### src/rtl/wps_pkg.sv
package wps_pkg;
    localparam int HALF_W = 32;
    localparam int WORD_W = 2 * HALF_W;
    localparam int CMD_W  = 40;

    typedef enum logic [1:0] {
        SEL_CMD = 2'd0,
        SEL_LO  = 2'd1,
        SEL_HI  = 2'd2
    } port_sel_e;

    typedef enum logic [3:0] {
        ST_IDLE,
        ST_PUT_LO,
        ST_PUT_HI,
        ST_ISSUE,
        ST_GAP_ISSUE,
        ST_GET_LO,
        ST_GET_HI,
        ST_CLEAR,
        ST_GAP_CLEAR
    } seq_state_e;
endpackage

### src/rtl/wps_cmd_enc.sv
module wps_cmd_enc
    import wps_pkg::*;
#(
    parameter int ADDR_W = 32
) (
    input  logic [ADDR_W-1:0] addr,
    input  logic              is_write,
    output logic [CMD_W-1:0]  cmd
);
    logic unused_addr_bits;
    assign unused_addr_bits = ^{addr[ADDR_W-1:16], addr[2:0]};

    always_comb begin
        cmd        = '0;
        cmd[10:3]  = addr[10:3];
        cmd[14]    = addr[14];
        cmd[17:16] = addr[13:12];
        cmd[26]    = addr[11];
        cmd[23]    = addr[15];
        cmd[38]    = addr[15];
        cmd[24]    = 1'b1;
        cmd[2]     = 1'b1;
        cmd[1]     = is_write;
    end
endmodule

### src/rtl/wps_limit.sv
module wps_limit #(
    parameter int                ADDR_W     = 32,
    parameter logic [ADDR_W-1:0] REGION_END = 'h0000_C000
) (
    input  logic [ADDR_W-1:0] addr,
    input  logic              is_write,
    output logic              allowed
);
    always_comb begin
        if (is_write) allowed = (addr <  REGION_END);
        else          allowed = (addr <= REGION_END);
    end
endmodule

### src/rtl/wide_port_seq.sv
module wide_port_seq
    import wps_pkg::*;
#(
    parameter int                ADDR_W     = 32,
    parameter logic [ADDR_W-1:0] REGION_END = 'h0000_C000
) (
    input  logic              clk,
    input  logic              rst_n,
    input  logic              req_valid,
    input  logic              req_write,
    input  logic [ADDR_W-1:0] req_addr,
    input  logic [WORD_W-1:0] req_wdata,
    output logic              req_ready,
    output logic              rsp_done,
    output logic [WORD_W-1:0] rsp_rdata,
    output logic              port_wr,
    output logic              port_rd,
    output logic [1:0]        port_sel,
    output logic [CMD_W-1:0]  port_wdata,
    input  logic [HALF_W-1:0] port_rdata
);
    localparam int PAD_W = CMD_W - HALF_W;

    typedef struct packed {
        seq_state_e        st;
        logic              is_wr;
        logic [CMD_W-1:0]  cmd;
        logic [WORD_W-1:0] wdata;
        logic [WORD_W-1:0] cap;
        logic [WORD_W-1:0] rdata;
        logic              done;
    } seq_regs_t;

    seq_regs_t        seq_d, seq_q;
    logic [CMD_W-1:0] enc_cmd;
    logic             in_region;

    wps_cmd_enc #(.ADDR_W(ADDR_W)) u_enc (
        .addr     (req_addr),
        .is_write (req_write),
        .cmd      (enc_cmd)
    );

    wps_limit #(.ADDR_W(ADDR_W), .REGION_END(REGION_END)) u_limit (
        .addr     (req_addr),
        .is_write (req_write),
        .allowed  (in_region)
    );

    always_comb begin
        seq_d      = seq_q;
        seq_d.done = 1'b0;
        case (seq_q.st)
            ST_IDLE: begin
                if (req_valid) begin
                    if (in_region) begin
                        seq_d.cmd   = enc_cmd;
                        seq_d.wdata = req_wdata;
                        seq_d.is_wr = req_write;
                        seq_d.st    = req_write ? ST_PUT_LO : ST_ISSUE;
                    end else begin
                        seq_d.done  = 1'b1;
                        seq_d.rdata = '0;
                    end
                end
            end
            ST_PUT_LO:    seq_d.st = ST_PUT_HI;
            ST_PUT_HI:    seq_d.st = ST_ISSUE;
            ST_ISSUE:     seq_d.st = ST_GAP_ISSUE;
            ST_GAP_ISSUE: seq_d.st = seq_q.is_wr ? ST_CLEAR : ST_GET_LO;
            ST_GET_LO: begin
                seq_d.cap[HALF_W-1:0] = port_rdata;
                seq_d.st              = ST_GET_HI;
            end
            ST_GET_HI: begin
                seq_d.cap[WORD_W-1:HALF_W] = port_rdata;
                seq_d.st                   = ST_CLEAR;
            end
            ST_CLEAR:     seq_d.st = ST_GAP_CLEAR;
            ST_GAP_CLEAR: begin
                seq_d.done  = 1'b1;
                seq_d.rdata = seq_q.is_wr ? '0 : seq_q.cap;
                seq_d.st    = ST_IDLE;
            end
            default:      seq_d.st = ST_IDLE;
        endcase
    end

    always_ff @(posedge clk or negedge rst_n) begin
        if (!rst_n) begin
            seq_q    <= '0;
            seq_q.st <= ST_IDLE;
        end else begin
            seq_q <= seq_d;
        end
    end

    always_comb begin
        port_wr    = 1'b0;
        port_rd    = 1'b0;
        port_sel   = SEL_CMD;
        port_wdata = '0;
        case (seq_q.st)
            ST_PUT_LO: begin
                port_wr    = 1'b1;
                port_sel   = SEL_LO;
                port_wdata = {{PAD_W{1'b0}}, seq_q.wdata[HALF_W-1:0]};
            end
            ST_PUT_HI: begin
                port_wr    = 1'b1;
                port_sel   = SEL_HI;
                port_wdata = {{PAD_W{1'b0}}, seq_q.wdata[WORD_W-1:HALF_W]};
            end
            ST_ISSUE: begin
                port_wr    = 1'b1;
                port_wdata = seq_q.cmd;
            end
            ST_GET_LO: begin
                port_rd  = 1'b1;
                port_sel = SEL_LO;
            end
            ST_GET_HI: begin
                port_rd  = 1'b1;
                port_sel = SEL_HI;
            end
            ST_CLEAR:  port_wr = 1'b1;
            default: ;
        endcase
    end

    assign req_ready = (seq_q.st == ST_IDLE);
    assign rsp_done  = seq_q.done;
    assign rsp_rdata = seq_q.rdata;
endmodule

### config.mk
export PLATFORM = sky130hd
export DESIGN_NAME = wide_port_seq
export DESIGN_NICKNAME = d
export VERILOG_FILES = /design/src/rtl/wps_pkg.sv /design/src/rtl/wps_cmd_enc.sv /design/src/rtl/wps_limit.sv /design/src/rtl/wide_port_seq.sv
export SDC_FILE = /design/constraint.sdc
export NUM_CORES = 1
export LEC_CHECK = 0
export ABC_AREA = 0
export BUFFER_PORTS_ARGS = -buffer_cell sky130_fd_sc_hd__clkbuf_2
export CAP_MARGIN = 20
export CORE_MARGIN = 10
export CORE_UTILIZATION = 57
export DETAILED_ROUTE_END_ITERATION = 8
export PLACE_DENSITY = 0.82
export SETUP_SLACK_MARGIN = 0.15
export SYNTH_ARGS = -nofsm -noshare
export SYNTH_HDL_FRONTEND = slang
export SYNTH_SLANG_ARGS = --single-unit
### constraint.sdc
create_clock -name clk -period 5.34 [get_ports clk]
set_input_delay 0.534 -clock clk [delete_from_list [all_inputs] [get_ports clk]]
set_output_delay 0.534 -clock clk [all_outputs]
set_load 0.02 [all_outputs]
-- After elaboration in Yosys (flattened, before gate mapping)
Cells that the tools add are included.
- register bits after elaboration: 215
- output and inout bits: 110
- magnitude comparators: 2
- equal/unequal tests: 11
- muxes and demuxes: 14
- reduce and logical (&&, ||, !) cells: 9
- operator list (cell ; number):
    $mux 109 ; 2
    $mux 65 ; 2
    $pmux 65 s2 ; 1
    $pmux 39 s3 ; 1
    $mux 64 ; 1
    $le 32x16->1 const B ; 1
    $lt 32x16->1 const B ; 1
    $pmux 4 s8 ; 1
    $eq 4x3->1 const B ; 4
    $eq 4x2->1 const B ; 2
    $reduce_and 3->1 ; 2
    $reduce_or 2->1 ; 3
    $eq 4x1->1 const B ; 1
    $eq 4x4->1 const B ; 1
    $logic_not 4->1 ; 1
    $mux 2 ; 2
    $ne 2x2->1 const B ; 2
    $pmux 2 s2 ; 1
    $reduce_or 4->1 ; 1
    $mux 1 ; 3
    $ne 2x1->1 const B ; 1
    $reduce_and 2->1 ; 1
    $reduce_bool 2->1 ; 1

-- Logic depth before layout (Yosys ltp)
- word-level depth: 5
- gate-level depth with buffers: 7
- depth with buffers taken out: 4

-- By module
Synthesis repeated with hierarchy kept, for this count alone.
- cells, all modules: 738
- area total of the unflattened synthesis: 10488.8 um^2
- by module, submodules not included (module ; times used ; cells each ; area an instance (um^2) ; seq. area each (um^2)):
    wide_port_seq ; 1 ; 685 ; 10107.2 ; 5955.7
    wps_cmd_enc ; 1 ; 42 ; 307.8 ; 0.0
    wps_limit ; 1 ; 11 ; 73.8 ; 0.0

-- Worst setup path before layout
No wires, ideal clock.
- kind: flip-flop to output port
- from: register seq_q[237] in the netlist's numbering
- to: output port_wdata[13]
- data arrival time: 1881 ps
- required time: 4806 ps
- path slack: 2925 ps
- stages on the path, launching flop included: 7
- path buffers: 3
- cells stage by stage: dfrtp_1 buf_2 or2_2 clkbuf_1 nor2_1 clkbuf_1 a22o_1
- word-level cells in the longest chain between the ends: 2
- elaborated cells on any way between the ends: 4
- RTL lines (what ; line ; text):
    from (decl) ; wide_port_seq.sv:34 ; seq_regs_t seq_d, seq_q;
    from (signal assigned) ; wide_port_seq.sv:94 ; seq_q <= seq_d;
    $eq 4x2->1 / $eq 4x1->1 (equally long branches) ; wide_port_seq.sv:103 ; case (seq_q.st)
    $pmux 39 s3 (*) ; wide_port_seq.sv:103 ;
    to (decl) ; wide_port_seq.sv:19 ; output logic [CMD_W-1:0] port_wdata,
Mark *: on every way between the ends. The rest lies on a longest branch, timed or not.

-- Worst setup path in the final report
- from: register seq_q[235] in the netlist's numbering
- to: output port_wdata[15]
The elaborated chain is that of the path after synthesis.

==> results.md <==
- Outcome: finished clean
- Number of flops mapped to enable cells by yosys: 0
- TritonCTS clock tree: built
- First-pass GRT wire length: 37.1 mm
- Fin. max-slew vios: 0
- Initial Utilization: 58.7%
- Ant diodes: 0
- Final worst path period share: 61.5%
- Largest net degree at the start of global routing: 132
- Average cell area after synthesis: 11.0 sq um
- Routability congestion estimate: 0.793
- HPWL after DPL: 16.0 mm
- Crit Path Category: reg2out
- Cell with the most instances after synthesis: dfrtp_1
- Drt drc: 0
- Clk buf depth: 3
- Pwr Density: 503 nW/um^2
- Post-Syn Instances: 857
- Register bit total from synthesis: 212
- Max Fanout on Critical Path: 26
- CP top delay family: flip-flops
- Clock sinks: 212
- Post-synth top area cell: dfrtp_1
- Peak supply drop: 376 uV
- Layout cells sized above 1: 37.6%
- Max_slew headroom: 32.5%
- # H-tree levels: 1
- Synth Area in Simple Gates: 8.06%
- Fmax: 305 MHz
- Drt total wl: 23.5 mm
- Wire length per cell: 19.0 microns
- Tmin final: 3.28 ns
- # setup viols final: 0
- Syn Std Cell Area: 9430 sq um
- GRT Overall Usage: 20.5%
- Slowest cell on crit path: dfrtp_1
- Post-Synth Adder-Cell Area: 0%
- Type of the worst min-delay path: in2async
- Die width: 149 microns
- Layout area overhead: 16.5%
- Max-cap violations: 0
- Worst path bufs/invs: 2
- Via count: 6,742
- Port bufs: 234
- CTS Root Cell: clkbuf_16
- Placed Instances: 1,194
- Final net count: 1,137
- Ranking of synthesized cells by area: dfrtp_1, mux2_2, o32ai_1, buf_4, nand2_1
- XOR/XNOR Fraction of Synth Area: 0.0929%
- Cell Count, Final, Fillers Out: 1,236
- Compound-gate portion of the synthesized area: 12.7%
- Distinct cell type count after synthesis: 31
- Area share of the largest cell type after synthesis: 56.3%
- Synth top cells by count: dfrtp_1, nand2_1, mux2_2
- CTS Hold Bufs: 0
- Main synth FF type: dfrtp_1
- GRT overflow: 0
- Quantity of gates resized following cts: 0
- Critical path cell sequence: nand2b_1 -> nor2_1 -> buf_6 -> a22o_1 -> clkbuf_2
- Leakage: 5.57 nW
- Die Y: 149 microns
- WP data arrival: 2.75 ns
- Mux share of post-synthesis cell area: 11.2%
- Post-DR vias/cell: 5.45
- Post-route setup TNS: 0 ns
- Ys Warns: 0
- Worst Setup Start Kind: register
- WP data required: 4.81 ns
- Clock Pin Slew Worst Setup and Hold Paths: 0.06 ns
- Hold Fails Final Rpt: 0
- Crit-path max cell delay: 0.94 ns
- Initial DRC count: 361
- I/O Pins: 242
- Antenna violations before repair: 1
- Num CTS Buffers: 23
- Critical Path Sink Type: primary output
- Worst-Margin Slew: 1.01 ns
- Sequential share of the synthesized area: 56.3%
- Fillers: 1,221
- Skew final: 0.0228 ns
- Row cnt: 46
- Largest family of logic cells by synthesized area: compound AO/OA/AOI/OAI gates
- Clock latency on the worst-skew pair: 0.51 ns
- Core area: 16,100 sq um
- FFs w/ async S/R, synth: 100%
- Routed Antenna Nets: 0
- Pre-antenna DRT Iters: 4
- Vias in the first global route: 7,101
- Total die area: 22,100 sq um
- Postcts setup bufs: 0
- RSZ-0062 raised after global routing: no
-- area by class of cell --
class	instances	area [sq um]	area share (%)
tap	216	270	2.46
sequential	212	5310	48.3
clock buffer	31	656	5.97
timing repair buffer	247	1310	11.9
inverter	70	263	2.39
clock inverter	9	101	0.923
multi-input combinational	451	3080	28.0
-- layout by cell type (no fill, tap or decap), types with 9 or more instances in the layout --
master / Yosys / layout
a22o_1: 17 / 17
a22oi_1: 15 / 15
buf_4: 71 / 9
clkbuf_16: 0 / 23
clkbuf_2: 0 / 233
dfrtp_1: 212 / 211
inv_1: 70 / 70
mux2_2: 83 / 83
nand2_1: 134 / 134
nor2_1: 26 / 24
o21ai_0: 67 / 67
o32ai_1: 64 / 64
-- cells by family after synthesis --
kind of cell	after synthesis
buffers and inverters	200
XOR/XNOR	1
AO/OA/AOI/OAI	169
other	1
flip-flops	212
AND/OR/NAND/NOR	183
multiplexers	91
-- routing by layer --
metal / part of all wire [%] / vias up / track usage (%)
li1: - / 3158 / -
met1: 39 / 3343 / 24.1
met2: 52 / 198 / 36.0
met3: 6.0 / 43 / 4.82
met4: 2.7 / 0 / 6.79
met5: 0 / - / 0
-- power by group --
group / internal (mW) / switching (mW) / leakage (nW)
logic: 0.525 / 1.10 / 2.36
clock network: 0.955 / 0.619 / 0.375
registers: 2.07 / 0.255 / 2.83
-- stage by stage --
| step | total power, mW | hold slack (ns) | cell area (sq um) | util, % | setup WS, ns |
|---|---|---|---|---|---|
| 6_report | 5.52 | 0.168 | 11000 | 68.4 | 2.06 |
| 5_1_grt | 5.86 | 0.234 | 11000 | 68.4 | 1.84 |
| 4_1_cts | 5.56 | 0.227 | 10900 | 68.2 | 1.75 |
| 3_5_place_dp | 3.97 | 0.461 | 10200 | 63.4 | 2.15 |
| 3_3_place_gp | 3.89 | 0.457 | 10200 | 63.3 | 2.17 |
| 2_1_floorplan | 3.63 | 0.238 | 9450 | - | 2.92 |
-- state kept, by name, indices dropped and copies added (netlist names) --
register / cells
seq_q: 147
rsp_done: 1
rsp_rdata: 64
-- worst paths after layout --
| kind | start | end | slack [ns] | cells after the start |
|---|---|---|---|---|
| worst max-delay path | seq_q[235] | port_wdata[15] | 2.06 | 5 |
| worst min-delay path | rst_n | seq_q[180] | 0.17 | 1 |
| worst max register to register | seq_q[235] | rsp_rdata[45] | 2.19 | 5 |
| worst min register to register | seq_q[217] | seq_q[217] | 0.48 | 1 |
| max in group asynchronous | rst_n | seq_q[194] | 3.90 | 2 |
| min in group clk | port_rdata[9] | seq_q[74] | 0.25 | 3 |
No activity file was read; power rests on OpenSTA's default activity.
